<file path="src/rtl/dma_seq_pkg.sv">
package dma_seq_pkg;

  localparam logic [1:0] AM_FIXED = 2'b00;
  localparam logic [1:0] AM_INC   = 2'b01;
  localparam logic [1:0] AM_DEC   = 2'b10;

  localparam logic [1:0] SZ_1  = 2'b00;
  localparam logic [1:0] SZ_2  = 2'b01;
  localparam logic [1:0] SZ_4  = 2'b10;
  localparam logic [1:0] SZ_16 = 2'b11;

  localparam int BLK_BEATS = 4;

  typedef enum logic [1:0] {
    ST_IDLE = 2'd0,
    ST_RD   = 2'd1,
    ST_WR   = 2'd2
  } seq_state_e;

  // Bytes moved by one unit for a size code.
  function automatic logic [4:0] unit_bytes(input logic [1:0] sz);
    case (sz)
      SZ_1:    return 5'd1;
      SZ_2:    return 5'd2;
      SZ_4:    return 5'd4;
      default: return 5'd16;
    endcase
  endfunction

  // Byte offset of a beat inside a 16-byte block.
  function automatic logic [3:0] beat_offset(input logic [1:0] sz, input logic [1:0] beat);
    return (sz == SZ_16) ? {beat, 2'b00} : 4'd0;
  endfunction

endpackage

</file>
<file path="src/rtl/dma_req_edge.sv">
module dma_req_edge (
  input  logic clk,
  input  logic rst_n,
  input  logic dreq,
  input  logic consume,
  output logic pending
);
  logic dreq_q;
  logic rise;

  assign rise = dreq && !dreq_q;

  always_ff @(posedge clk or negedge rst_n) begin
    if (!rst_n) begin
      dreq_q  <= 1'b0;
      pending <= 1'b0;
    end else begin
      dreq_q  <= dreq;
      pending <= (pending && !consume) || rise;
    end
  end
endmodule

</file>
<file path="src/rtl/dma_addr_ctr.sv">
module dma_addr_ctr
  import dma_seq_pkg::*;
#(
  parameter int AW = 32,
  parameter int CW = 24
) (
  input  logic          clk,
  input  logic          rst_n,
  input  logic          load_en,
  input  logic [AW-1:0] cfg_src,
  input  logic [AW-1:0] cfg_dst,
  input  logic [CW-1:0] cfg_count,
  input  logic [1:0]    src_mode,
  input  logic [1:0]    dst_mode,
  input  logic [1:0]    xfer_size,
  input  logic          unit_done,
  output logic [AW-1:0] src_addr,
  output logic [AW-1:0] dst_addr,
  output logic [CW-1:0] count,
  output logic          last_unit
);
  localparam logic [CW-1:0] CNT_ONE = CW'(1);

  function automatic logic [AW-1:0] next_addr(input logic [AW-1:0] a,
                                              input logic [1:0] mode,
                                              input logic [1:0] sz);
    logic [AW-1:0] step;
    step = {{(AW-5){1'b0}}, unit_bytes(sz)};
    case (mode)
      AM_INC:  return a + step;
      AM_DEC:  return a - step;
      default: return a;
    endcase
  endfunction

  assign last_unit = (count == CNT_ONE);

  always_ff @(posedge clk or negedge rst_n) begin
    if (!rst_n) begin
      src_addr <= '0;
      dst_addr <= '0;
      count    <= '0;
    end else if (load_en) begin
      src_addr <= cfg_src;
      dst_addr <= cfg_dst;
      count    <= cfg_count;
    end else if (unit_done) begin
      src_addr <= next_addr(src_addr, src_mode, xfer_size);
      dst_addr <= next_addr(dst_addr, dst_mode, xfer_size);
      count    <= count - CNT_ONE;
    end
  end
endmodule

</file>
<file path="src/rtl/dma_status_flags.sv">
module dma_status_flags (
  input  logic clk,
  input  logic rst_n,
  input  logic load_en,
  input  logic unit_done,
  input  logic last_unit,
  input  logic nmi_evt,
  input  logic addr_err_evt,
  output logic end_flag,
  output logic nmi_flag,
  output logic addr_err_flag
);
  always_ff @(posedge clk or negedge rst_n) begin
    if (!rst_n) begin
      end_flag      <= 1'b0;
      nmi_flag      <= 1'b0;
      addr_err_flag <= 1'b0;
    end else begin
      if (load_en)                     end_flag <= 1'b0;
      else if (unit_done && last_unit) end_flag <= 1'b1;

      if (nmi_evt)      nmi_flag <= 1'b1;
      else if (load_en) nmi_flag <= 1'b0;

      if (addr_err_evt) addr_err_flag <= 1'b1;
      else if (load_en) addr_err_flag <= 1'b0;
    end
  end
endmodule

</file>
<file path="src/rtl/dma_bus_fsm.sv">
module dma_bus_fsm
  import dma_seq_pkg::*;
(
  input  logic       clk,
  input  logic       rst_n,
  input  logic       go_ok,
  input  logic       req,
  input  logic       burst,
  input  logic [1:0] xfer_size,
  input  logic       last_unit,
  input  logic       bus_ack,
  output logic       bus_req,
  output logic       bus_wr,
  output logic [1:0] beat,
  output logic       start_evt,
  output logic       unit_done,
  output logic       blk_step,
  output logic       idle
);
  seq_state_e st, st_nx;
  logic [1:0] beat_nx;
  logic       unit_end;

  assign unit_end = (xfer_size != SZ_16) || (beat == 2'(BLK_BEATS - 1));
  assign bus_req  = (st == ST_RD) || (st == ST_WR);
  assign bus_wr   = (st == ST_WR);
  assign idle     = (st == ST_IDLE);

  always_comb begin
    st_nx     = st;
    beat_nx   = beat;
    start_evt = 1'b0;
    unit_done = 1'b0;
    blk_step  = 1'b0;
    case (st)
      ST_IDLE: begin
        if (go_ok && req) begin
          start_evt = 1'b1;
          st_nx     = ST_RD;
          beat_nx   = 2'd0;
        end
      end
      ST_RD: begin
        if (bus_ack) st_nx = ST_WR;
      end
      ST_WR: begin
        if (bus_ack) begin
          if (!unit_end) begin
            blk_step = 1'b1;
            st_nx    = ST_RD;
            beat_nx  = beat + 2'd1;
          end else begin
            unit_done = 1'b1;
            beat_nx   = 2'd0;
            st_nx     = (last_unit || !go_ok || !burst) ? ST_IDLE : ST_RD;
          end
        end
      end
      default: st_nx = ST_IDLE;
    endcase
  end

  always_ff @(posedge clk or negedge rst_n) begin
    if (!rst_n) begin
      st   <= ST_IDLE;
      beat <= 2'd0;
    end else begin
      st   <= st_nx;
      beat <= beat_nx;
    end
  end
endmodule

</file>
<file path="src/rtl/dma_chan_seq.sv">
module dma_chan_seq
  import dma_seq_pkg::*;
#(
  parameter int AW = 32,
  parameter int CW = 24
) (
  input  logic          clk,
  input  logic          rst_n,
  input  logic          cfg_load,
  input  logic [AW-1:0] cfg_src,
  input  logic [AW-1:0] cfg_dst,
  input  logic [CW-1:0] cfg_count,
  input  logic [1:0]    src_mode,
  input  logic [1:0]    dst_mode,
  input  logic [1:0]    xfer_size,
  input  logic          auto_req,
  input  logic          burst_mode,
  input  logic          dreq,
  input  logic          ch_en,
  input  logic          master_en,
  input  logic          int_en,
  input  logic          nmi_evt,
  input  logic          addr_err_evt,
  output logic          bus_req,
  output logic          bus_wr,
  output logic [AW-1:0] bus_addr,
  input  logic          bus_ack,
  output logic [AW-1:0] src_addr,
  output logic [AW-1:0] dst_addr,
  output logic [CW-1:0] count,
  output logic          end_flag,
  output logic          nmi_flag,
  output logic          addr_err_flag,
  output logic          end_irq,
  output logic          busy
);
  // Named internal events, also observed by the bound checker.
  logic       go_ok;
  logic       pending;
  logic       start_evt;
  logic       unit_done;
  logic       blk_step;
  logic       idle;
  logic       last_unit;
  logic       load_en;
  logic [1:0] beat;
  logic [AW-1:0] base;

  assign go_ok = ch_en && master_en && !end_flag
              && !nmi_flag && !nmi_evt
              && !addr_err_flag && !addr_err_evt;
  assign load_en = cfg_load && idle;

  dma_req_edge u_edge (
    .clk     (clk),
    .rst_n   (rst_n),
    .dreq    (dreq),
    .consume (start_evt && !auto_req),
    .pending (pending)
  );

  dma_addr_ctr #(.AW(AW), .CW(CW)) u_ctr (
    .clk       (clk),
    .rst_n     (rst_n),
    .load_en   (load_en),
    .cfg_src   (cfg_src),
    .cfg_dst   (cfg_dst),
    .cfg_count (cfg_count),
    .src_mode  (src_mode),
    .dst_mode  (dst_mode),
    .xfer_size (xfer_size),
    .unit_done (unit_done),
    .src_addr  (src_addr),
    .dst_addr  (dst_addr),
    .count     (count),
    .last_unit (last_unit)
  );

  dma_status_flags u_flags (
    .clk           (clk),
    .rst_n         (rst_n),
    .load_en       (load_en),
    .unit_done     (unit_done),
    .last_unit     (last_unit),
    .nmi_evt       (nmi_evt),
    .addr_err_evt  (addr_err_evt),
    .end_flag      (end_flag),
    .nmi_flag      (nmi_flag),
    .addr_err_flag (addr_err_flag)
  );

  dma_bus_fsm u_fsm (
    .clk       (clk),
    .rst_n     (rst_n),
    .go_ok     (go_ok),
    .req       (auto_req || pending),
    .burst     (burst_mode),
    .xfer_size (xfer_size),
    .last_unit (last_unit),
    .bus_ack   (bus_ack),
    .bus_req   (bus_req),
    .bus_wr    (bus_wr),
    .beat      (beat),
    .start_evt (start_evt),
    .unit_done (unit_done),
    .blk_step  (blk_step),
    .idle      (idle)
  );

  assign base     = bus_wr ? dst_addr : src_addr;
  assign bus_addr = base + {{(AW-4){1'b0}}, beat_offset(xfer_size, beat)};
  assign end_irq  = end_flag && int_en;
  assign busy     = !idle;
endmodule

</file>
<file path="config.mk">
export PLATFORM = sky130hd
export DESIGN_NAME = dma_chan_seq
export DESIGN_NICKNAME = d
export VERILOG_FILES = /design/src/rtl/dma_seq_pkg.sv /design/src/rtl/dma_req_edge.sv /design/src/rtl/dma_addr_ctr.sv /design/src/rtl/dma_status_flags.sv /design/src/rtl/dma_bus_fsm.sv /design/src/rtl/dma_chan_seq.sv
export SDC_FILE = /design/constraint.sdc
export NUM_CORES = 1
export LEC_CHECK = 0
export ABC_AREA = 1
export BUFFER_PORTS_ARGS = -buffer_cell sky130_fd_sc_hd__buf_2
export CORE_AREA = 2 2 210 109
export CTS_BUF_LIST = sky130_fd_sc_hd__clkbuf_8
export CTS_CLUSTER_SIZE = 40
export DETAILED_ROUTE_END_ITERATION = 10
export DIE_AREA = 0 0 212 111
export GPL_TIMING_DRIVEN = 0
export PLACE_DENSITY = 0.76
export SYNTH_ARGS = -nofsm -noshare
export SYNTH_HDL_FRONTEND = slang
export SYNTH_SLANG_ARGS = --single-unit
</file>
<file path="constraint.sdc">
create_clock -name clk -period 3.4 [get_ports clk]
set_input_delay 0.17 -clock clk [delete_from_list [all_inputs] [get_ports clk]]
set_output_delay 0.17 -clock clk [all_outputs]
set_load 0.02 [all_outputs]
</file>
=== After elaboration in Yosys (flattened, before gate mapping) ===
Index checks and enable logic that the tools add are counted.

* Flip-flop bits (word level): 97
* Latch bits: 0
* Bits in writable memories: 0
* Bits in read-only memories: 0
* Logic and storage cells: 108
* Memories: 0

* $add $sub $neg: 7
* Multiply operators: 0
* Div/mod/pow operators: 0
* $lt $le $gt $ge: 0
* Equality and inequality tests: 15
* Shifts and indexed selects: 0
* Muxes and demuxes: 33
* Bitwise logic cells: 0
* Reductions and logical operators: 43

{| class="wikitable"
|+ Operators with widths
! cell !! number
|-
| 2-to-1 mux 32 bit || 5
|-
| case mux 32 bit (2 select lines) || 2
|-
| adder 32 x 5 -> 32 bit || 2
|-
| subtractor 32 x 5 -> 32 bit || 2
|-
| 2-to-1 mux 24 bit || 2
|-
| adder 32 x 4 -> 32 bit || 1
|-
| equality test 24 x 1 -> 1 bit (second input constant) || 1
|-
| subtractor 24 x 1 -> 24 bit (second input constant) || 1
|-
| case mux 5 bit (3 select lines) || 1
|-
| 2-to-1 mux 2 bit || 7
|-
| logical AND 1 bit || 13
|-
| equality test 2 bit (second input constant) || 6
|-
| logical NOT 1 bit || 11
|-
| 2-to-1 mux 1 bit || 11
|-
| 2-to-1 mux 5 bit || 2
|-
| nonzero test 2 bit || 5
|-
| equality test 2 x 1 -> 1 bit (second input constant) || 4
|-
| logical OR 1 bit || 6
|-
| case mux 2 bit (3 select lines) || 1
|-
| AND reduction 3 bit || 2
|-
| nonzero test 3 bit || 2
|-
| logical NOT 2 bit || 2
|-
| 2-to-1 mux 4 bit || 1
|-
| inequality test 2 x 1 -> 1 bit (second input constant) || 2
|-
| other kinds (4) || 6
|}

=== Depth between registers and ports, before layout ===
Gate-level depths: netlist of the first run.

* Depth after elaboration: 13
* Depth in mapped cells: 19
* Mapped depth without buffers: 19

=== By module ===
A second synthesis of the first run with hierarchy kept.

* Cells, all modules: 1750
* Area, all modules: 10797.9 sq um

{| class="wikitable"
|+ By module, submodules not included
! module !! times used !! cells each !! area an instance (sq um) !! seq. area each (sq um)
|-
| dma_addr_ctr || 1 || 1383 || 8784.7 || 2202.1
|-
| dma_chan_seq || 1 || 302 || 1478.9 || 0.0
|-
| dma_bus_fsm || 1 || 48 || 351.6 || 100.1
|-
| dma_status_flags || 1 || 10 || 113.9 || 75.1
|-
| dma_req_edge || 1 || 7 || 68.8 || 50.0
|}

=== Least setup slack after synthesis of the first run ===
Ideal clock, no wire load.

* Kind: register to output
* From: register u_fsm.st[0]
* To: output bus_addr[18]
* Arrival time: 3.112 ns
* Required time: 3.230 ns
* Slack: 0.118 ns
* Stages on the path, launching flop included: 16
* Cells stage by stage: dfrtp_1 -> inv_1 -> ha_1 -> buf_4 -> buf_4 -> clkbuf_1 -> o21ai_0 -> ha_1 -> fa_1 -> nand2_1 -> nor2_1 -> nand2_1 -> inv_1 -> nand2_1 -> nor2_1 -> xor2_1

* Word-level cells in the longest chain between the ends: 3

{| class="wikitable"
|+ RTL lines
! what !! line !! text
|-
| start, declared || dma_bus_fsm.sv:20 || <nowiki>seq_state_e st, st_nx;</nowiki>
|-
| start signal, assigned || dma_bus_fsm.sv:68 || <nowiki>st <= st_nx;</nowiki>
|-
| equality test 2 bit || dma_bus_fsm.sv:26 || <nowiki>assign bus_wr = (st == ST_WR);</nowiki>
|-
| via bus_wr || dma_chan_seq.sv:25 || <nowiki>output logic bus_wr,</nowiki>
|-
| 2-to-1 mux 32 bit || dma_chan_seq.sv:110 || <nowiki>assign base = bus_wr ? dst_addr : src_addr;</nowiki>
|-
| adder 32 x 4 -> 32 bit || dma_chan_seq.sv:111 || <nowiki>assign bus_addr = base + {{(AW-4){1'b0}}, beat_offset(xfer_size, beat)};</nowiki>
|-
| end, declared || dma_chan_seq.sv:26 || <nowiki>output logic [AW-1:0] bus_addr,</nowiki>
|}

The timed path passes the listed nets, and every way through them passes these cells.

=== Worst setup path after layout of the first run ===
* From: register u_fsm.st[0]
* To: output bus_addr[28]

* Word-level cells in the longest chain between the ends: 3

{| class="wikitable"
|+ RTL lines
! what !! line
|-
| equality test 2 bit || dma_bus_fsm.sv:26
|-
| 2-to-1 mux 32 bit || dma_chan_seq.sv:110
|-
| adder 32 x 4 -> 32 bit || dma_chan_seq.sv:111
|}

Every way passes these cells.

==> flow_summary.toml, run 1 <==
[logic_synthesis]
synthesis.instances = 1961
synth_enable_flop_cells = 0
syn_area_per_cell_um2 = 5.68
syn-cell-area_um2 = 11100
yosys_top_cell_by_area = "sky130_fd_sc_hd__nand2_1"
ys_seq_elements = 97
synth_sequential_area_ratio_pct = 21.8
ys_warn_count = 0
synthDistinctLibCells = 43
most_common_library_cells_after_synthesis = "sky130_fd_sc_hd__nand2_1, sky130_fd_sc_hd__inv_1, sky130_fd_sc_hd__nor2_1"
synth_largest_type_area_fraction_pct = 24.1
yosys.cell_count.top_type = "sky130_fd_sc_hd__nand2_1"
synth_nets = 2142
synth_top_cells_by_area = "sky130_fd_sc_hd__nand2_1, sky130_fd_sc_hd__dfrtp_1, sky130_fd_sc_hd__inv_1, sky130_fd_sc_hd__nor2_1, sky130_fd_sc_hd__ha_1"
ys_async_sr_fraction_pct = 100
dominantRegCellSynth = "sky130_fd_sc_hd__dfrtp_1"

[sta]
timing.slew.headroom_pct = 27.2
finalSetupViolCount = 0
tns_ps = 0
timing.fmax_mhz = 306
drv_slew = 0
fin_hold_ws_ps = 26.1
period_needed_ps = 3270
finalCritPeriodShare_pct = 96.2
final.setup_skew_ps = 23.3
worst_pin_slew_ps = 1090
post-route-worst-setup-slack_ps = 130
final_hold_violation_count = 0

[die]
overall_die_area_um2 = 23500
die_height_um = 111
start_util_pct = 50.6
floorplan_core_area_um2 = 22000
num_rows = 39
die_w_um = 212
boundaryPins = 233

[worst_setup_path]
classification_of_the_worst_setup_path = "flop to output pin"
cell_family_with_the_largest_share_of_critical_path_delay = "buffers and inverters"
critPathRequiredTime_ps = 3230
maximum_fanout_encountered_on_the_critical_timing_path = 13
worst_endpoint_data_arrival_time_ps = 3100
cp.buffers_inverters = 5
dominant_cell_type_by_count_on_the_critical_path = "sky130_fd_sc_hd__buf_4"
cp_slowest_stage_delay_ps = 410
critPathCaptureType = "output pin"
worstSetupStartpointType = "flop"
cpMaxStageDelayCell = "sky130_fd_sc_hd__dfrtp_1"
critical_path.cell_chain = "inv_2 > ha_4 > buf_8 > buf_4 > nand2_1 > o21ai_1 > inv_1 > nor3_2 > nand4_1 > xnor2_1 > buf_4"

[layout]
layout-drive-gt1-share_pct = 14.9
layout.filler_cells = 2214
layout.cell_area.non_filler_um2 = 13400
layout.core_utilization_pct = 60.9
layout-area-overhead-vs-synth_pct = 20.3
layoutNonFillerInstCount = 2551
layout.nets = 2417

[placement]
pre_cts_ws_ps = -827
portBuffers = 232
dp_cells = 2503
place_congestion = 1.07
place_area_um2 = 12700
hpwl_um = 40600

[cts]
cts_buffer_depth = 2
clockRootBuffer = "sky130_fd_sc_hd__clkbuf_8"
cts_inserted_buffers = 9
tritoncts = "done"
clkSinkCount = 97
clock_pin_slew_worst_setup_and_hold_paths_ps = 130
clkLatencyLatePin_ps = 450
h-tree-depth = 3

[global_routing]
globalRoute.totalOverflow = 0
via_count_of_the_first_global_routing_pass = 12300
grt_usage_pct = 42.3
largest_net_degree_at_the_start_of_global_routing = 64
first_pass_grt_wire_length_um = 73600
antenna_found_initial = 3

[detailed_routing]
drt_pre_antenna_iters = 6
routed-via-count = 13900
drt-total-wl_um = 50000
drc_errors = 0
viasPerCell = 5.47
detailed_route_iter0_violations = 1995
drtAntennaViolNets = 0
wl_per_cell_um = 19.6

[power]
powerDensity_nw_per_um2 = 982
switching_share_pct = 62.1
share_seq_of_total_power_pct = 19.4
leakage_nw = 7.91
internal_pwr_total_mw = 4.98
max-vdd-ir-drop_mv = 0.501
p_total_mw = 13.1
pwr-share-clk_pct = 6.4
combPwrFrac_pct = 74.3
p_sw_mw = 8.17

[run_status]
run_status = "finished clean"

[flow_run]
cap_viol_max_count = 0

[hold_path]
class_of_the_tightest_hold_or_removal_check = "input port to flop"
[kinds of logic (layout without fill, tap and decap cells)]
logic type | after synthesis | count (layout) | synth area share (%)
xor+xnor | 54 | 54 | 4.25
buf+inv | 377 | 657 | 13.2
fa+ha+maj | 75 | 75 | 8.63
compound gates | 221 | 221 | 11.2
flops | 97 | 97 | 21.8
simple gates | 1137 | 1137 | 40.9
other cells | 0 | 3 | 0
[worst reg2reg max path: cells and delay by family, from the launching register on]
family,cells,cell delay (ps)
fa+ha+maj,1,230
simple gates,2,450
flops,1,430
compound gates,1,180
buf+inv,5,1830
[cell type report]
class / count / area [um2] / area share [%]
Inverter: 337 / 1260 / 9.45
Clock inverter: 7 / 61.3 / 0.458
Antenna cell: 3 / 7.51 / 0.0561
Buffer: 38 / 224 / 1.67
Multi-Input combinational cell: 1487 / 7380 / 55.1
Clock buffer: 9 / 124 / 0.925
Tap cell: 307 / 384 / 2.87
Timing Repair Buffer: 266 / 1520 / 11.4
Sequential cell: 97 / 2430 / 18.1
[per-layer routing]
metal / vias up / GRT usage (%) / routed length (um)
met1: 6323 / 65.5 / 23200
met4: 6 / 11.7 / 1120
met5: - / 4.74 / 164
met3: 80 / 19.1 / 8080
li1: 6646 / - / -
met2: 893 / 49.9 / 17400
[sequential cells by signal, indices dropped and copies added (netlist names)]
| name | cells |
|---|---|
| u_ctr.dst_addr | 32 |
| u_ctr.src_addr | 32 |
| u_ctr.count | 24 |
| u_fsm.beat | 2 |
| u_fsm.st | 2 |
| u_edge.dreq_q | 1 |
| u_edge.pending | 1 |
| u_flags.addr_err_flag | 1 |
| u_flags.end_flag | 1 |
| u_flags.nmi_flag | 1 |
[worst paths after layout]
kind	from	slack (ps)	end	cells after the start
setup / recovery	u_fsm.st[0]	130	bus_addr[28]	11
max in group asynchronous	rst_n	2370	u_ctr.src_addr[16]	3
min in group asynchronous	rst_n	260	u_ctr.dst_addr[23]	2
hold / removal	cfg_src[13]	30	u_ctr.src_addr[13]	3
hold reg to reg	u_edge.dreq_q	450	u_edge.pending	1
setup reg to reg	u_fsm.st[1]	230	u_ctr.dst_addr[1]	9
[placed cells by master (no fill, tap or decap), drive strengths merged, types with 2 or more instances in the layout]
master       instances
or2                  2
a21o                 2
a21oi               81
xor2                36
xnor2               18
ha                  72
diode                3
clkinv               3
a21boi               3
dlygate4sd3         23
buf                260
a22oi                3
inv                340
nand2              719
nand4               14
o22ai               15
dfrtp               97
nand3              115
o21ai               85
nor3                26
o21bai               6
o211ai              19
a31oi                4
fa                   3
clkbuf              29
nor2               257
[what timing repair did]
item                       CTS  global route
hold buffers                23             0
pin swaps                    6             8
setup endpoints to repair   29            33
gates resized for setup     27            26
buffers inserted             5             3
hold endpoints to repair    56             0
[power by group through the flow]
| stage | Clock [mW] | Combinational (mW) | Sequential (mW) |
|---|---|---|---|
| floorplan | 0 | 5.67 | 2.83 |
| global placement | 0 | 9.08 | 2.49 |
| detailed placement | 0 | 9.22 | 2.51 |
| CTS | 0.837 | 9.43 | 2.48 |
| global route | 0.873 | 10.6 | 2.56 |
| finish | 0.836 | 9.76 | 2.55 |
(Power assumes the default switching activity.)
==> inputs of run 2 (changes only) <==
Settings changed: CORE_AREA 2 2 210 109 to 2 2 207 107, DIE_AREA 0 0 212 111 to 0 0 209 109, MAX_ROUTING_LAYER from default to met4, SYNTH_HIERARCHICAL from default to 1.
==> flow_summary.toml, run 2 <==
[layout]
layout.core_utilization_pct = 63.5
layout-area-overhead-vs-synth_pct = 24.4
leading_cell_type_in_the_layout_fill_and_taps_excluded = "sky130_fd_sc_hd__nand2_1"
top_library_cells_by_usage_in_the_layout_fill_and_taps_aside = "sky130_fd_sc_hd__nand2_1, sky130_fd_sc_hd__buf_2, sky130_fd_sc_hd__inv_1, sky130_fd_sc_hd__nor2_1, sky130_fd_sc_hd__nand3_1"
layout-drive-gt1-share_pct = 19.0
layout.cell_area.non_filler_um2 = 13400
reg.largest.list = "u_ctr/dst_addr: 32 flops, u_ctr/src_addr: 32 flops, u_ctr/count: 24 flops"
layout.nets = 2253

[global_routing]
first_pass_grt_wire_length_um = 66800
grt_usage_pct = 40.4
via_count_of_the_first_global_routing_pass = 11600
largest_net_degree_at_the_start_of_global_routing = 62
antenna_found_initial = 2
globalRoute.totalOverflow = 0

[worst_setup_path]
worst_endpoint_data_arrival_time_ps = 3100
critPathRequiredTime_ps = 3230
r2r_cells = 9
critPathCaptureType = "output pin"
worstReg2RegEnd = "u_ctr/src_addr[18]"
classification_of_the_worst_setup_path = "flop to output pin"
maximum_fanout_encountered_on_the_critical_timing_path = 10
regToRegSetupSlack_ps = 530
r2r-start = "u_fsm/st[1]"
worstSetupStartpointType = "flop"

[detailed_routing]
drtAntennaViolNets = 0
drt-total-wl_um = 45100
drc_errors = 0
viasPerCell = 5.57
detailed_route_iter0_violations = 1653
routed-via-count = 13100
drt_pre_antenna_iters = 6
wl_per_cell_um = 19.1

[power]
internal_pwr_total_mw = 4.77
powerDensity_nw_per_um2 = 884
switching_share_pct = 59.8
share_seq_of_total_power_pct = 21.4
p_total_mw = 11.9
max-vdd-ir-drop_mv = 0.593
pwr-share-clk_pct = 7.8
combPwrFrac_pct = 70.8
leakage_nw = 7.34
p_sw_mw = 7.10

[hold_path]
min_delay_path_depth = 3
class_of_the_tightest_hold_or_removal_check = "input port to flop"
min_from = "cfg_dst[10]"
hold_path_end = "u_ctr/dst_addr[10]"

[sta]
period_needed_ps = 3270
drv_slew = 0
timing.slew.headroom_pct = 7.36
final_hold_violation_count = 0
finalCritPeriodShare_pct = 96.1
timing.fmax_mhz = 306
post-route-worst-setup-slack_ps = 134
tns_ps = 0
rsz_0062_raised_after_global_routing = "false"
final.setup_skew_ps = 13.4
finalSetupViolCount = 0
worst_pin_slew_ps = 1390

[logic_synthesis]
synth_nets = 1930
ys_warn_count = 6
syn_area_per_cell_um2 = 6.17
syn-cell-area_um2 = 10800
synthesis.instances = 1749

[cts]
clockRootBuffer = "sky130_fd_sc_hd__clkbuf_8"
clkSinkCount = 97
h-tree-depth = 3
cts_buffer_depth = 2
clkLatencyLatePin_ps = 440
cts_inserted_buffers = 9
tritoncts = "done"
clock_pin_slew_worst_setup_and_hold_paths_ps = 120

[die]
boundaryPins = 233
num_rows = 38
start_util_pct = 51.0
floorplan_core_area_um2 = 21200
overall_die_area_um2 = 22800
die_w_um = 209
die_height_um = 109

[placement]
place_congestion = 1.06
portBuffers = 232
hpwl_um = 35900
pre_cts_ws_ps = -127
place_area_um2 = 12300

[run_status]
run_status = "finished clean"

[flow_run]
cap_viol_max_count = 0
-- run 2: layout make-up --
| class | instances | area, um2 |
|---|---|---|
| tap | 280 | 350 |
| clock buffer | 9 | 124 |
| buffer | 28 | 159 |
| fill | 2009 | 7730 |
| clock inverter | 7 | 96.3 |
| timing repair buffer | 313 | 1990 |
| antenna | 1 | 2.50 |
| inverter | 223 | 837 |
| multi-input combinational | 1400 | 7440 |
| sequential | 97 | 2430 |
-- run 2: power by group through the flow --
stage | Clock [mW] | Sequential, mW | Combinational (mW)
after global placement | 0 | 2.52 | 7.84
final | 0.926 | 2.54 | 8.40
after CTS | 0.948 | 2.51 | 8.15
after detailed placement | 0 | 2.53 | 7.98
after floorplan | 0 | 2.86 | 4.98
after global routing | 0.980 | 2.59 | 9.11
-- run 2: metrics by stage --
stage / hold WS (ps) / cells
after floorplan: -126 / 1749
after global placement: 295 / 2261
after detailed placement: 204 / 2262
after CTS: 3.40 / 2357
after global routing: 13.6 / 2358
final: 44.6 / 2358
-- run 2: repair_timing --
action / CTS / global route
hold buffers: 75 / 0
endpoints found under the setup margin: 28 / 18
setup buffers: 4 / 1
resized for setup: 12 / 6
pin swaps: 4 / 6
hold endpoints to repair: 110 / 0
-- run 2: metal layers --
layer | part of all wire (%) | GRT usage [%] | wire [um]
met1 | 48 | 60.8 | 21600
met2 | 37 | 51.7 | 16800
met3 | 14 | 12.7 | 6230
met4 | 1.1 | 6.94 | 477
met5 | 0 | - | 0
-- run 2: how the worst max path moves through the flow --
stage	startpoint	cells past startpoint	to	slack, ps
global route	u_fsm/st[0]	15	bus_addr[20]	30
global placement	u_fsm/st[0]	15	bus_addr[18]	-60
floorplan	u_fsm/st[0]	14	bus_addr[18]	350
detailed placement	u_fsm/st[0]	15	bus_addr[18]	-130
finish	u_fsm/st[0]	13	bus_addr[16]	130
CTS	u_fsm/st[0]	16	bus_addr[17]	5
-- run 2: worst max-delay path, cell delays in order, from the launching register on --
cell and delay, ps:
sky130_fd_sc_hd__dfrtp_1 410, sky130_fd_sc_hd__inv_2 90, sky130_fd_sc_hd__ha_4 190, sky130_fd_sc_hd__buf_6 160
sky130_fd_sc_hd__buf_6 180, sky130_fd_sc_hd__nand2_1 70, sky130_fd_sc_hd__nand2_1 80, sky130_fd_sc_hd__ha_2 230
sky130_fd_sc_hd__fa_2 260, sky130_fd_sc_hd__nand3_4 120, sky130_fd_sc_hd__nor2_2 240, sky130_fd_sc_hd__nand3_1 140
sky130_fd_sc_hd__xnor2_1 250, sky130_fd_sc_hd__buf_2 210
==> inputs of run 3 (changes only) <==
Settings changed: ABC_AREA 1 to 0, CORE_AREA 2 2 207 107 to 2 2 198 103, DIE_AREA 0 0 209 109 to 0 0 200 105.
Clock period 3.4 ns to 3.1 ns, I/O delays scaled along.
==> flow_summary.toml, run 3 <==
[die]
floorplan_core_area_um2 = 19100
overall_die_area_um2 = 21000
boundaryPins = 233
start_util_pct = 51.1
die_height_um = 105
num_rows = 36
die_w_um = 200

[logic_synthesis]
syn-cell-area_um2 = 9790
synthesis.instances = 1207
ys_warn_count = 6
syn_area_per_cell_um2 = 8.11
synth_nets = 1388

[power]
share_seq_of_total_power_pct = 22.1
p_sw_mw = 7.15
switching_share_pct = 54.1
max-vdd-ir-drop_mv = 0.608
pwr-share-clk_pct = 8.7
powerDensity_nw_per_um2 = 969
combPwrFrac_pct = 69.2
internal_pwr_total_mw = 6.07
leakage_nw = 6.35

[detailed_routing]
drtAntennaViolNets = 0
drt_pre_antenna_iters = 5
drt-total-wl_um = 42200
drc_errors = 0
wl_per_cell_um = 22.7
viasPerCell = 6.26
routed-via-count = 11600
detailed_route_iter0_violations = 1423

[hold_path]
class_of_the_tightest_hold_or_removal_check = "input port to flop"
min_from = "cfg_src[30]"
min_delay_path_depth = 2
hold_path_end = "u_ctr/src_addr[30]"

[worst_setup_path]
r2r_cells = 11
worstReg2RegEnd = "u_ctr/src_addr[2]"
regToRegSetupSlack_ps = 40
critical_path.cell_chain = "inv_2 > ha_4 > buf_12 > buf_8 > buf_8 > mux2_4 > ha_4 > fa_2 > nand4b_1 > a21oi_4 > nand4_4 > buf_6 > nor3_4 > xor2_2 > buf_6"
cp_slowest_stage_delay_ps = 400
worstSetupStartpointType = "flop"
cp.buffers_inverters = 6
worst_endpoint_data_arrival_time_ps = 3400
critPathCaptureType = "output pin"
cp-startpoint = "u_fsm/st[0]"
classification_of_the_worst_setup_path = "flop to output pin"
r2r-start = "u_fsm/st[0]"
critPathRequiredTime_ps = 2940
cpMaxStageDelayCell = "sky130_fd_sc_hd__dfrtp_1"
maximum_fanout_encountered_on_the_critical_timing_path = 5
cell_family_with_the_largest_share_of_critical_path_delay = "buffers and inverters"

[layout]
layout-area-overhead-vs-synth_pct = 39.4
layout-drive-gt1-share_pct = 29.0
leading_cell_type_in_the_layout_fill_and_taps_excluded = "sky130_fd_sc_hd__buf_2"
layout.filler_cells = 1502
reg.largest.list = "u_ctr/dst_addr: 32 flops, u_ctr/src_addr: 32 flops, u_ctr/count: 24 flops"
layout.nets = 1763
top_library_cells_by_usage_in_the_layout_fill_and_taps_aside = "sky130_fd_sc_hd__buf_2, sky130_fd_sc_hd__nand2_1, sky130_fd_sc_hd__o21ai_0, sky130_fd_sc_hd__a21oi_1, sky130_fd_sc_hd__dfrtp_1"

[cts]
clockRootBuffer = "sky130_fd_sc_hd__clkbuf_8"
tritoncts = "done"
h-tree-depth = 3
cts_inserted_buffers = 9
cts_buffer_depth = 2
clock_pin_slew_worst_setup_and_hold_paths_ps = 110
clkSinkCount = 97
clkLatencyLatePin_ps = 400

[placement]
hpwl_um = 30400
portBuffers = 232
place_congestion = 0.981
pre_cts_ws_ps = -972

[global_routing]
via_count_of_the_first_global_routing_pass = 10400
grt_usage_pct = 39.2
largest_net_degree_at_the_start_of_global_routing = 55
antenna_found_initial = 0
globalRoute.totalOverflow = 0
first_pass_grt_wire_length_um = 60700

[sta]
timing.fmax_mhz = 281
timing.slew.headroom_pct = 30.9
drv_slew = 0
final.setup_skew_ps = 18.8
period_needed_ps = 3560
finalCritPeriodShare_pct = 115
post-route-worst-setup-slack_ps = -455
fin_hold_ws_ps = 20.9
finalSetupViolCount = 25
worst_pin_slew_ps = 1030
rsz_0062_raised_after_global_routing = "true"
final_hold_violation_count = 0

[run_status]
failed_checks = "negative setup slack"
run_status = "finished, violations left"

[flow_run]
cap_viol_max_count = 0
run 3: cell type report:
cell class	instances	area (um2)	share of cell area (%)
Multi-Input combinational cell	1027	7660	56.2
Tap cell	266	333	2.44
Clock inverter	7	143	1.05
Sequential cell	97	2430	17.8
Timing Repair inverter	2	15.0	0.110
Antenna cell	1	2.50	0.0183
Clock buffer	9	124	0.908
Buffer	51	303	2.22
Inverter	29	120	0.880
Timing Repair Buffer	365	2510	18.4
run 3: layer usage:
| layer | vias to the layer above | share of wire [%] | global-route usage (%) |
|---|---|---|---|
| li1 | 5196 | - | - |
| met1 | 5500 | 43 | 57.1 |
| met2 | 844 | 40 | 52.1 |
| met3 | 65 | 15 | 13.7 |
| met4 | 0 | 1.5 | 6.56 |
| met5 | - | 0 | - |
run 3: worst max path at each step:
stage / to / slack, ps / cells past startpoint
2_1_floorplan: bus_addr[16] / -40 / 15
3_3_place_gp: u_ctr/src_addr[31] / -1030 / 12
3_5_place_dp: u_ctr/src_addr[31] / -970 / 12
4_1_cts: bus_addr[30] / -550 / 15
5_1_grt: bus_addr[26] / -540 / 15
6_report: bus_addr[26] / -460 / 15
run 3: what timing repair did:
| item | in CTS | in global routing |
|---|---|---|
| hold endpoints to repair | 121 | 0 |
| resized for setup | 75 | 66 |
| pin swaps | 15 | 24 |
| setup buffers | 29 | 27 |
| hold buffers | 78 | 0 |
| setup endpoints to repair | 77 | 71 |
| cloned | 2 | 0 |
run 3: power by group through the flow:
stage	registers, mW	clock network (mW)	logic, mW
6_report	2.92	1.15	9.15
5_1_grt	2.99	1.20	9.75
4_1_cts	2.86	1.16	8.58
3_5_place_dp	2.88	0	8.08
3_3_place_gp	2.87	0	7.97
2_1_floorplan	3.21	0	5.12
run 3: metrics by stage:
| step | total power, mW | TNS, ps | cell area (um2) | util (%) | instances |
|---|---|---|---|---|---|
| CTS | 12.6 | -7610 | 13200 | 69.0 | 1830 |
| global placement | 10.8 | -34170 | 11600 | 60.8 | 1705 |
| finish | 13.2 | -6340 | 13600 | 71.3 | 1854 |
| global route | 13.9 | -8380 | 13600 | 71.3 | 1853 |
| floorplan | 8.33 | -172 | 10100 | - | 1207 |
| detailed placement | 11.0 | -37580 | 11700 | 60.9 | 1706 |
